$ cat config.mk
export PLATFORM = sky130hd
export DESIGN_NAME = rx_ring_writer
export DESIGN_NICKNAME = d
export VERILOG_FILES = /design/src/rtl/rx_ring_writer.sv
export SDC_FILE = /design/constraint.sdc
export NUM_CORES = 1
export LEC_CHECK = 0
export ABC_CLOCK_PERIOD_IN_PS = 3180
export BUFFER_PORTS_ARGS = -buffer_cell sky130_fd_sc_hd__buf_2
export CAP_MARGIN = 0
export CORE_ASPECT_RATIO = 0.7
export CORE_UTILIZATION = 52
export DETAILED_ROUTE_END_ITERATION = 10
export GPL_ROUTABILITY_DRIVEN = 0
export PLACE_DENSITY_LB_ADDON = 0.05
export REMOVE_ABC_BUFFERS = 1
export SETUP_SLACK_MARGIN = 0.5
export SLEW_MARGIN = 20
export SYNTH_ARGS = -nofsm -noshare
export SYNTH_HDL_FRONTEND = slang
export SYNTH_SLANG_ARGS = --single-unit
export TNS_END_PERCENT = 10
$ cat constraint.sdc
create_clock -name clk -period 3.18 [get_ports clk]
set_input_delay 0.159 -clock clk [delete_from_list [all_inputs] [get_ports clk]]
set_output_delay 0.159 -clock clk [all_outputs]
set_load 0.03 [all_outputs]
$ cat src/rtl/rx_ring_writer.sv
module rx_ring_writer #(
  parameter int AW    = 32,
  parameter int IDXW  = 7,
  parameter int MISSW = 16,
  localparam int LGW  = $clog2(IDXW + 1)
) (
  input  logic             clk,
  input  logic             rst_n,
  input  logic [AW-1:0]    ring_base,
  input  logic [LGW-1:0]   ring_log2,
  input  logic             rx_valid,
  output logic             rx_ready,
  input  logic [7:0]       rx_data,
  input  logic             rx_sof,
  input  logic             rx_eof,
  input  logic [2:0]       rx_err,
  output logic             mem_req,
  output logic             mem_we,
  output logic [AW-1:0]    mem_addr,
  output logic [31:0]      mem_wdata,
  output logic [3:0]       mem_be,
  input  logic             mem_ack,
  input  logic [31:0]      mem_rdata,
  output logic [IDXW-1:0]  cur_idx,
  output logic [MISSW-1:0] missed_cnt
);

  typedef enum logic [2:0] {
    S_IDLE, S_RD0, S_RD1, S_DATA, S_DROP, S_WDAT, S_WLEN, S_WST
  } st_t;

  st_t            st;
  logic [AW-1:0]  buf_base;
  logic [15:0]    buf_size;
  logic [15:0]    cnt;
  logic [13:0]    wword;
  logic [31:0]    wdat;
  logic [3:0]     wbe;
  logic           eof_seen;
  logic [2:0]     errs;
  logic           len_done;

  logic [AW-1:0]   desc_addr;
  logic [IDXW-1:0] idx_mask;
  logic            accept, keep, oflo, any_err;
  logic [1:0]      lane;
  logic [3:0]      nbe;
  logic [31:0]     ndat;
  logic [15:0]     cnt_inc;
  logic [11:0]     msglen;
  logic [7:0]      stat_hi;
  logic            unused_bits;

  assign desc_addr = ring_base + AW'({cur_idx, 4'b0000});
  assign idx_mask  = IDXW'((1 << ring_log2) - 1);
  assign unused_bits = ^mem_rdata[30:16];

  always_comb begin
    case (st)
      S_IDLE:         rx_ready = rx_valid && !rx_sof;
      S_DATA, S_DROP: rx_ready = 1'b1;
      default:        rx_ready = 1'b0;
    endcase
  end
  assign accept = rx_valid && rx_ready;

  assign keep    = cnt < buf_size;
  assign lane    = cnt[1:0];
  assign nbe     = wbe | (keep ? (4'b0001 << lane) : 4'b0000);
  assign ndat    = keep ? (wdat | (32'(rx_data) << {lane, 3'b000})) : wdat;
  assign cnt_inc = (cnt == 16'hFFFF) ? cnt : cnt + 16'd1;

  assign oflo    = cnt > buf_size;
  assign any_err = oflo || (|errs);
  assign msglen  = (cnt > 16'd4095) ? 12'hFFF : cnt[11:0];
  assign stat_hi = {1'b0, any_err, errs[2], oflo, errs[1], errs[0], 2'b11};

  always_comb begin
    mem_req   = 1'b0;
    mem_we    = 1'b0;
    mem_addr  = desc_addr;
    mem_wdata = 32'h0;
    mem_be    = 4'b0000;
    case (st)
      S_RD0: mem_req = 1'b1;
      S_RD1: begin
        mem_req  = 1'b1;
        mem_addr = desc_addr + AW'(4);
      end
      S_WDAT: begin
        mem_req   = 1'b1;
        mem_we    = 1'b1;
        mem_addr  = buf_base + AW'({wword, 2'b00});
        mem_wdata = wdat;
        mem_be    = wbe;
      end
      S_WLEN: begin
        mem_req   = 1'b1;
        mem_we    = 1'b1;
        mem_addr  = desc_addr + AW'(8);
        mem_wdata = {20'h0, msglen};
        mem_be    = 4'b1111;
      end
      S_WST: begin
        mem_req   = 1'b1;
        mem_we    = 1'b1;
        mem_addr  = desc_addr + AW'(4);
        mem_wdata = {stat_hi, 24'h0};
        mem_be    = 4'b1100;
      end
      default: ;
    endcase
  end

  always_ff @(posedge clk) begin
    if (!rst_n) begin
      st         <= S_IDLE;
      cur_idx    <= '0;
      missed_cnt <= '0;
      buf_base   <= '0;
      buf_size   <= '0;
      cnt        <= '0;
      wword      <= '0;
      wdat       <= '0;
      wbe        <= '0;
      eof_seen   <= 1'b0;
      errs       <= '0;
      len_done   <= 1'b0;
    end else begin
      case (st)
        S_IDLE: if (rx_valid && rx_sof) st <= S_RD0;
        S_RD0: if (mem_ack) begin
          buf_base <= mem_rdata[AW-1:0];
          st       <= S_RD1;
        end
        S_RD1: if (mem_ack) begin
          if (mem_rdata[31]) begin
            buf_size <= 16'h0 - mem_rdata[15:0];
            cnt      <= '0;
            wdat     <= '0;
            wbe      <= '0;
            eof_seen <= 1'b0;
            errs     <= '0;
            st       <= S_DATA;
          end else begin
            st <= S_DROP;
          end
        end
        S_DATA: if (accept) begin
          cnt  <= cnt_inc;
          wdat <= ndat;
          wbe  <= nbe;
          if (keep) wword <= cnt[15:2];
          if (rx_eof) begin
            eof_seen <= 1'b1;
            errs     <= rx_err;
          end
          if (((keep && lane == 2'd3) || rx_eof) && nbe != 4'b0000)
            st <= S_WDAT;
          else if (rx_eof)
            st <= S_WLEN;
        end
        S_DROP: if (accept && rx_eof) begin
          if (missed_cnt != {MISSW{1'b1}}) missed_cnt <= missed_cnt + 1'b1;
          st <= S_IDLE;
        end
        S_WDAT: if (mem_ack) begin
          wdat <= '0;
          wbe  <= '0;
          st   <= eof_seen ? S_WLEN : S_DATA;
        end
        S_WLEN: if (mem_ack) begin
          len_done <= 1'b1;
          st       <= S_WST;
        end
        S_WST: if (mem_ack) begin
          len_done <= 1'b0;
          cur_idx  <= (cur_idx + 1'b1) & idx_mask;
          st       <= S_IDLE;
        end
        default: st <= S_IDLE;
      endcase
    end
  end


  req_hold_chk: assert property (@(posedge clk) disable iff (!rst_n)
    mem_req && !mem_ack |=> mem_req && $stable(mem_addr) && $stable(mem_we));


  miss_step_chk: assert property (@(posedge clk) disable iff (!rst_n)
    ##1 (missed_cnt == $past(missed_cnt) || missed_cnt == $past(missed_cnt) + 1'b1));


  own_release_chk: assert property (@(posedge clk) disable iff (!rst_n)
    mem_req && mem_we && mem_addr == desc_addr + AW'(4) |-> !mem_wdata[31] && mem_be == 4'b1100);


  status_order_chk: assert property (@(posedge clk) disable iff (!rst_n)
    mem_req && mem_we && mem_addr == desc_addr + AW'(4) |-> len_done);


  write_lanes_chk: assert property (@(posedge clk) disable iff (!rst_n)
    mem_req && mem_we |-> mem_be != 4'b0000);


  idx_range_chk: assert property (@(posedge clk) disable iff (!rst_n)
    (cur_idx & ~idx_mask) == '0);

endmodule

# After elaboration in Yosys (flattened, before gate mapping)
# Index checks and enable logic that the tools add are counted.
# W data, S select, Z words.
dict set report word_totals {
  elab_cells 127
  output_inout_bits 94
  regBits 144
}
dict set report op_classes {
  n_eq_ne 23
  reduce_logical 28
  n_shift 3
  mux 47
  add_sub_neg 9
  n_bitwise 3
  order_cmp 3
}
# cell n
set ops {}
lappend ops {{$pmux W32 S3} 3}
lappend ops {{$mux W32} 5}
lappend ops {{$mux W16} 4}
lappend ops {{$mux W3} 16}
lappend ops {{$add A16 B1 Y16 const B} 2}
lappend ops {{$add A32 B11 Y32} 1}
lappend ops {{$add A32 B16 Y32} 1}
lappend ops {{$add A32 B3 Y32 const B} 1}
lappend ops {{$add A32 B4 Y32 const B} 1}
lappend ops {{$or A32 B32 Y32} 1}
lappend ops {{$pmux W16 S2} 1}
lappend ops {{$shl A8 B5 Y32} 1}
lappend ops {{$ne A2 B2 Y1 const B} 12}
lappend ops {{$pmux W3 S8} 1}
lappend ops {{$pmux W4 S3} 2}
lappend ops {{$mux W4} 5}
lappend ops {{$eq A16 B16 Y1 const B} 1}
lappend ops {{$gt A16 B12 Y1 const B} 1}
lappend ops {{$gt A16 B16 Y1} 1}
lappend ops {{$lt A16 B16 Y1} 1}
lappend ops {{$ne A16 B16 Y1 const B} 1}
lappend ops {{$sub A1 B16 Y16 const A} 1}
lappend ops {{$reduce_and A5 Y1} 3}
lappend ops {{$eq A3 B3 Y1 const B} 4}
lappend ops {{28 further kinds} 46}

# Longest topological paths before layout
# Gate-level depths: netlist (run 1).
dict set report logic_depth {
  word_depth 8
  depth_mapped 12
  ltp_nobuf 11
}

# Worst setup path after synthesis (run 1)
# No wires, ideal clock.
dict set report synth_path {
  path_type {reg2out}
  from {reg cur_idx[0]}
  to {out mem_addr[24]}
  path_slack_ps -958
  arrival_ps 3979
  stages_incl_launch_ff 10
  t_required_ps 3021
  path_cell_list {dfxtp_1 ha_1 fa_1 a211oi_2 nor2_1 a221oi_4 o221ai_4 or4_4 or4_1 o311ai_1}
}
dict set report synth_between {
  elab_chain_cells 3
}
# item line_no
set synth_lines {}
lappend synth_lines {{start: declaration} 24} ;# output logic [IDXW-1:0] cur_idx,
lappend synth_lines {{start signal: assignment} 178} ;# cur_idx <= (cur_idx + 1'b1) & idx_mask;
lappend synth_lines {{$add A32 B11 Y32 *} 54} ;# assign desc_addr = ring_base + AW'({cur_idx, 4'b0000});
lappend synth_lines {{$add A32 B3 Y32 or $add A32 B4 Y32 (tied branches)} {88, 107, 100}}
lappend synth_lines {{$pmux W32 S3 *} 84} ;# case (st)
lappend synth_lines {{end: declaration} 19} ;# output logic [AW-1:0] mem_addr,
# Every way passes the cells marked *; elsewhere a longest branch is shown, timed or not.

# Worst setup path in the final report (run 1)
dict set report layout_path {
  from {reg cur_idx[0]}
  to {out mem_addr[31]}
}
# Same word-level chain as after synthesis.

==> results of run 1 <==
-- critical path: stages, from the launching register on --
cell      delay (ns)
dfxtp_2         0.34
ha_4            0.16
fa_2            0.37
a211oi_4        0.30
buf_6           0.15
o211ai_1        0.07
or3b_4          0.25
o221ai_4        0.16
a211oi_2        0.29
buf_4           0.15
nand4_1         0.13
or4_1           0.54
a32oi_1         0.24
a21oi_1         0.08
buf_4           0.18
-- worst max-delay path by stage --
stage,from,end,slack [ns],cells past startpoint
after floorplan,cur_idx[0],mem_addr[24],-0.96,9
after global placement,cur_idx[0],mem_addr[31],-0.39,14
after detailed placement,cur_idx[0],mem_addr[31],-0.53,14
after CTS,cur_idx[0],mem_addr[23],-0.77,14
after global routing,cur_idx[3],mem_addr[31],-0.93,14
final,cur_idx[0],mem_addr[31],-0.83,14
-- routing by layer --
layer	global-route usage	vias up
met5	0	-
met4	0.07757	0
met3	0.09034	42
met2	0.4789	592
met1	0.5466	5558
li1	-	5572
-- cells in the mapped netlist (4+ instances only) --
library cell,count
o21ai_0,69
o21bai_1,4
nand2b_1,7
and4_1,4
ha_1,47
o21ai_1,5
dfxtp_1,144
nor4_1,13
a211oi_1,8
buf_4,4
nand3_1,43
a21o_1,12
nor3_1,33
buf_6,6
nand4_1,32
nor2b_1,6
inv_1,40
a211o_1,4
o31ai_1,6
nor3b_1,7
a21oi_1,110
o2111ai_1,5
nor2_1,163
or3_1,13
xnor2_1,47
clkbuf_1,52
o22ai_1,5
mux2i_1,30
and2_1,11
o21a_1,9
a31oi_1,5
nand2_1,200
or4_1,8
a22o_1,33
xor2_1,53
nand3b_1,8
and3_1,29
o211ai_1,6
-- registers in the layout (all words and copies together) (netlist names) --
register    cells
buf_size       16
wbe             4
st              3
buf_base       32
wdat           32
errs            3
cnt            16
missed_cnt     16
wword          14
cur_idx         7
eof_seen        1
-- metrics by stage --
step / cell area [um2] / TNS, ns / power (uW) / setup WS, ns
floorplan: 10110 / -21.62 / 2334 / -0.9583
global placement: 12590 / -5.037 / 2701 / -0.3933
detailed placement: 12590 / -6.860 / 2710 / -0.5274
CTS: 13720 / -12.66 / 4819 / -0.7706
global route: 14040 / -16.16 / 5022 / -0.9282
finish: 14040 / -13.67 / 4872 / -0.8321
-- what timing repair did --
action / 4_1_cts / 5_1_grt
endpoints found under the setup margin: 40 / 58
hold buffers: 22 / 0
gates cloned: 0 / 0
buffers inserted: 5 / 7
hold endpoints to repair: 27 / 0
resized for setup: 75 / 78
pin swaps: 37 / 42
-- report_power, final --
| part | total, uW | internal, uW | leakage (uW) | switching [uW] |
|---|---|---|---|---|
| logic | 930 | 354 | 0.00461 | 577 |
| clock network | 2080 | 1240 | 0.000280 | 845 |
| registers | 1860 | 1830 | 0.00117 | 28.8 |
-- cell type report --
cell class | instances | area, um2
clock buffers | 19 | 432.9
multi-input cells | 1120 | 7483
clock inverters | 13 | 161.4
fillers | 1608 | 5190
well taps | 264 | 330.3
inverters | 41 | 157.7
flip-flops and latches | 144 | 2893
repair buffers | 376 | 2585
-- kinds of logic (layout without fill, tap and decap cells) --
kind of cell	Yosys count	after routing
xor gates and xnor gates	101	101
DFF	144	144
and+or+nand+nor	598	598
AOI/OAI and AO/OA	340	340
muxes	32	32
adders and majority gates	49	49
buffers and inverters	106	449
==> flow_summary.yaml, run 1 <==
timing:
  finalClockSkew_ns: 0.01153
  layout_min_cycle_time_ns: 4.012
  hold_viol: 0
  fin_crit_sh: 1.262
  whs_ns: 0.01019
  worst_slack_ns: -0.8321
  clock.fmax_mhz: 249.2
  rsz0062_at_grt: "true"
  setup_viol: 21
  slew-limit-headroom: 0.5348
  report.final.slew_viol_count: 0
  worst_pin_slew_ns: 0.6888
setup_path:
  reg2regPathDepth: 13
  cp_data_arrival_time_ns: 3.85
  reg2reg_from: "buf_size[9]"
  end_kind: "primary output"
  crit_path_start_kind: "register"
  critPathMaxFanout: 6
  critical_path_required_ns: 3.02
  rrSetupSlack_ns: 0.51
  r2r-end: "wdat[7]"
  critPathKind: "register to primary output"
placed_design:
  io_buffers: 177
  dpl.hpwl_um: 27640
  placedCellCount: 1911
floorplan:
  initial_core_util: 0.5413
  die-area_mm2: 0.02060
  die_w_um: 171.1
  io_pins: 178
  die_h_um: 120.4
  rows: 42
  core-area_mm2: 0.01923
synthesis:
  synth_cell_type_count: 96
  ys_ff_latch: 144
  synthMuxAreaShare: 0.03101
  syn_inst: 1370
  ys.flop_type: "dfxtp_1"
  synth-async-reset-ratio: 0
  synth_compound_area_frac: 0.2291
  synth.top_cell.area_share: 0.2769
  synth-edff-count: 0
  ys_top_cells_by_area: "dfxtp_1, nand2_1, nor2_1"
  yosys.area_share.simple: 0.2730
  synth_top_area_cell: "dfxtp_1"
  syn_area_per_cell_um2: 7.599
  synth_top_family_by_area: "simple AND/OR/NAND/NOR gates"
  yosysSeqAreaShare: 0.2769
  synthesis.area_mm2: 0.01041
  ys_warn_count: 0
  synth_xor_area_frac: 0.08569
  yosys.area_share.adder: 0.06033
drt:
  drt-total-wl_um: 37200
  first_pass_iters: 6
  via_per_inst: 5.950
  dr.max_layer_used: "met4"
  num_vias: 11760
  drc_errors: 0
  met2_length_um: 14920
  wl_met1_um: 17490
  wl_per_cell_um: 18.82
  wl_met3_um: 4273
  postRouteAntennaNets: 0
  drtIter0Drc: 1382
finish:
  n_antenna_cell: 0
  nNetsFinal: 1833
  fin_util: 0.7302
  finalNonFillerCells: 1977
  area_growth_pct: 34.89
  drive_above_1_share: 0.2948
  final_common_cell: "nand2_1"
  mostFrequentLayoutCells: "nand2_1, buf_4, nor2_1"
global_route:
  grt_pass1_vias: 10190
  grt_use_total: 0.3535
  grt_pass1_wl_um: 56160
  grt_max_degree: 67
  overflow: 0
  antenna_found_initial: 0
worst_hold_path:
  min_from: "rx_data[6]"
  min_to: "wdat[30]"
  hold_class: "primary input to register"
  min_path_cells: 2
clocking:
  htreeDepth: 4
  clock_path_buffers: 2
  clk_pin_slew_ns: 0.07
  cts_root_buf: "clkbuf_16"
  cts_tree: "yes"
  cts_buffers: 17
  clock-sinks: 144
  clk_latency_ns: 0.42
run_status:
  violations: "negative setup slack"
  status: "complete, but fails checks"
power:
  powerDensity_mw_per_mm2: 346.9
  p_leak_uw: 0.006054
  peakVddDrop_mv: 0.3560
flow_run:
  cap_violations: 0
Power figures use the tool's default switching activity.
==> run 2: changes to the inputs <==
--- a/config.mk
+++ b/config.mk
@@ -13,7 +13,6 @@
 export DETAILED_ROUTE_END_ITERATION = 10
 export GPL_ROUTABILITY_DRIVEN = 0
 export PLACE_DENSITY_LB_ADDON = 0.05
-export REMOVE_ABC_BUFFERS = 1
 export SETUP_SLACK_MARGIN = 0.5
 export SLEW_MARGIN = 20
 export SYNTH_ARGS = -nofsm -noshare
==> run 2 against run 1 <==
Effect of this change:
- the flow still finishes with violations (negative setup slack)
- setup slack better by 0.062 ns
- sequential share of layout area is 0.11 points higher
- clock power is 5% lower
- clock-buffer cell count stayed put
- critical path depth stayed put
- global-route usage is 0.61 points lower
- wire length is 2.0% lower
- register-to-register slack worse by 0.05 ns
- combinational power hardly changed
- critical path type unchanged
- highest routed layer unchanged
==> flow_summary.yaml, run 2 (synthesis gave the netlist of run 1 again) <==
run_status:
  status: "complete, but fails checks"
  violations: "negative setup slack"
setup_path:
  reg2regPathDepth: 8
  cp_slowest_stage_delay_ns: 0.38
  critPathKind: "register to primary output"
  critical_path_required_ns: 3.02
  critical_path.cell_chain: "ha_4 > fa_2 > a211oi_4 > buf_6 > buf_6 > nor3_1 > o211a_1 > o221ai_4 > buf_4 > nor4_1 > o21bai_1 > and4b_1 > or3_4 > buf_6"
  crit_top_cell: "buf_6"
  end_kind: "primary output"
  rrSetupSlack_ns: 0.46
  critPathMaxFanout: 6
  crit_path_start_kind: "register"
  reg2reg_from: "st[2]"
  worstSetupEndpoint: "mem_addr[18]"
  worstSetupStartpoint: "cur_idx[0]"
  cp_data_arrival_time_ns: 3.79
  r2r-end: "cnt[13]"
  worst_path_max_delay_cell: "o221ai_4"
drt:
  met2_length_um: 14910
  wl_met1_um: 16700
  via_per_inst: 6.032
  drtIter0Drc: 1361
  dr.max_layer_used: "met4"
  drt-total-wl_um: 36460
  drc_errors: 0
  postRouteAntennaNets: 0
  first_pass_iters: 9
  num_vias: 11810
  wl_per_cell_um: 18.63
  wl_met3_um: 4230
finish:
  fillCellCount: 1515
  final-seq-area_mm2: 0.002902
  area_growth_pct: 34.59
  mostFrequentLayoutCells: "nand2_1, buf_4, nor2_1"
  nNetsFinal: 1813
  final_common_cell: "nand2_1"
  drive_above_1_share: 0.2953
  design_area_mm2: 0.01401
  reg.largest.list: "buf_base (32), wdat (32)"
  multi_input_area_mm2: 0.007602
  n_antenna_cell: 0
global_route:
  grt_max_degree: 84
  grt_pass1_wl_um: 55430
  grt_use_total: 0.3474
  overflow: 0
  antenna_found_initial: 0
  grt_pass1_vias: 10390
power:
  total_power_uw: 4756
  peakVddDrop_mv: 0.3496
  powerDensity_mw_per_mm2: 339.5
  p_leak_uw: 0.005987
timing:
  setup_tns_ns: -12.99
  report.final.slew_viol_count: 0
  setup_viol: 23
  finalClockSkew_ns: 0.01190
  hold_viol: 0
  whs_ns: 0.005571
  worst_pin_slew_ns: 0.7299
  fin_crit_sh: 1.242
  slew-limit-headroom: 0.5070
  rsz0062_at_grt: "true"
  layout_min_cycle_time_ns: 3.950
  worst_slack_ns: -0.7700
  clock.fmax_mhz: 253.2
clocking:
  cts_tree: "yes"
  cts_buffers: 17
  clock_path_buffers: 2
  cts_root_buf: "clkbuf_16"
  clk_latency_ns: 0.43
  htreeDepth: 4
  clk_pin_slew_ns: 0.06
  clock-sinks: 144
floorplan:
  die_h_um: 120.4
  core-area_mm2: 0.01923
  initial_core_util: 0.5413
  rows: 42
  io_pins: 178
  die_w_um: 171.1
  die-area_mm2: 0.02060
placed_design:
  place_area_mm2: 0.01254
  io_buffers: 177
  dpl.hpwl_um: 27440
  place_ws_ns: -0.4550
synthesis:
  syn_nets: 1503
worst_hold_path:
  hold_class: "primary input to register"
flow_run:
  cap_violations: 0
run 2: cell count changes in the layout (fill, tap and decap cells not counted), moves of 3 or more:
cell	change
xor2_1	-3
nand2_2	+3
ha_4	+3
ha_2	-3
clkinv_4	+3
buf_6	+9
a211oi_2	-3
buf_4	-23
xor2_2	+3
dlygate4sd3_1	-3
dfxtp_1	-3
nor4_2	-3
run 2: worst min path at each step:
stage / startpoint / endpoint / slack (ns) / cells past startpoint
finish: mem_rdata[12] / buf_base[12] / 0.006 / 3
global route: rx_data[2] / wdat[10] / 0.01 / 2
CTS: rx_data[0] / wdat[16] / 0.003 / 2
detailed placement: mem_rdata[18] / buf_base[18] / 0.41 / 3
global placement: mem_rdata[28] / buf_base[28] / 0.40 / 3
floorplan: rst_n / buf_size[15] / 0.28 / 1
run 2: per-stage QoR:
stage | utilization | cells
2_1_floorplan | - | 1370
3_3_place_gp | 0.6520 | 1888
3_5_place_dp | 0.6520 | 1888
4_1_cts | 0.7051 | 1943
5_1_grt | 0.7285 | 1957
6_report | 0.7285 | 1957
run 2: area by class of cell:
cell class	count	area share
clock buffers	19	0.03161
clock inverters	13	0.009197
inverters	41	0.01125
multi-input cells	1120	0.5425
flip-flops and latches	144	0.2071
well taps	264	0.02357
repair buffers	356	0.1747
run 2: power breakdown:
group / switching [uW] / internal [uW]
combinational: 575 / 352
clock: 862 / 1110
sequential: 28.6 / 1830
run 2: critical path: cells and delay by family, from the launching register on:
family                   cells  cell delay, ns
buffers and inverters        4            0.68
AO/OA/AOI/OAI                4            1.06
flip-flops                   1            0.35
AND/OR/NAND/NOR              4            0.72
adder cells (fa/ha/maj)      2            0.53
run 2: routing by layer:
metal,GRT usage,vias up
li1,-,5532
met1,0.5114,5549
met2,0.4870,644
met3,0.1034,80
met4,0.08426,0
met5,0,-
run 2: what timing repair did:
action | CTS | global route
hold buffers | 19 | 0
buffers inserted | 4 | 14
setup endpoints to repair | 63 | 117
gates resized for setup | 63 | 96
pin swaps | 17 | 45
hold endpoints to repair | 19 | 0
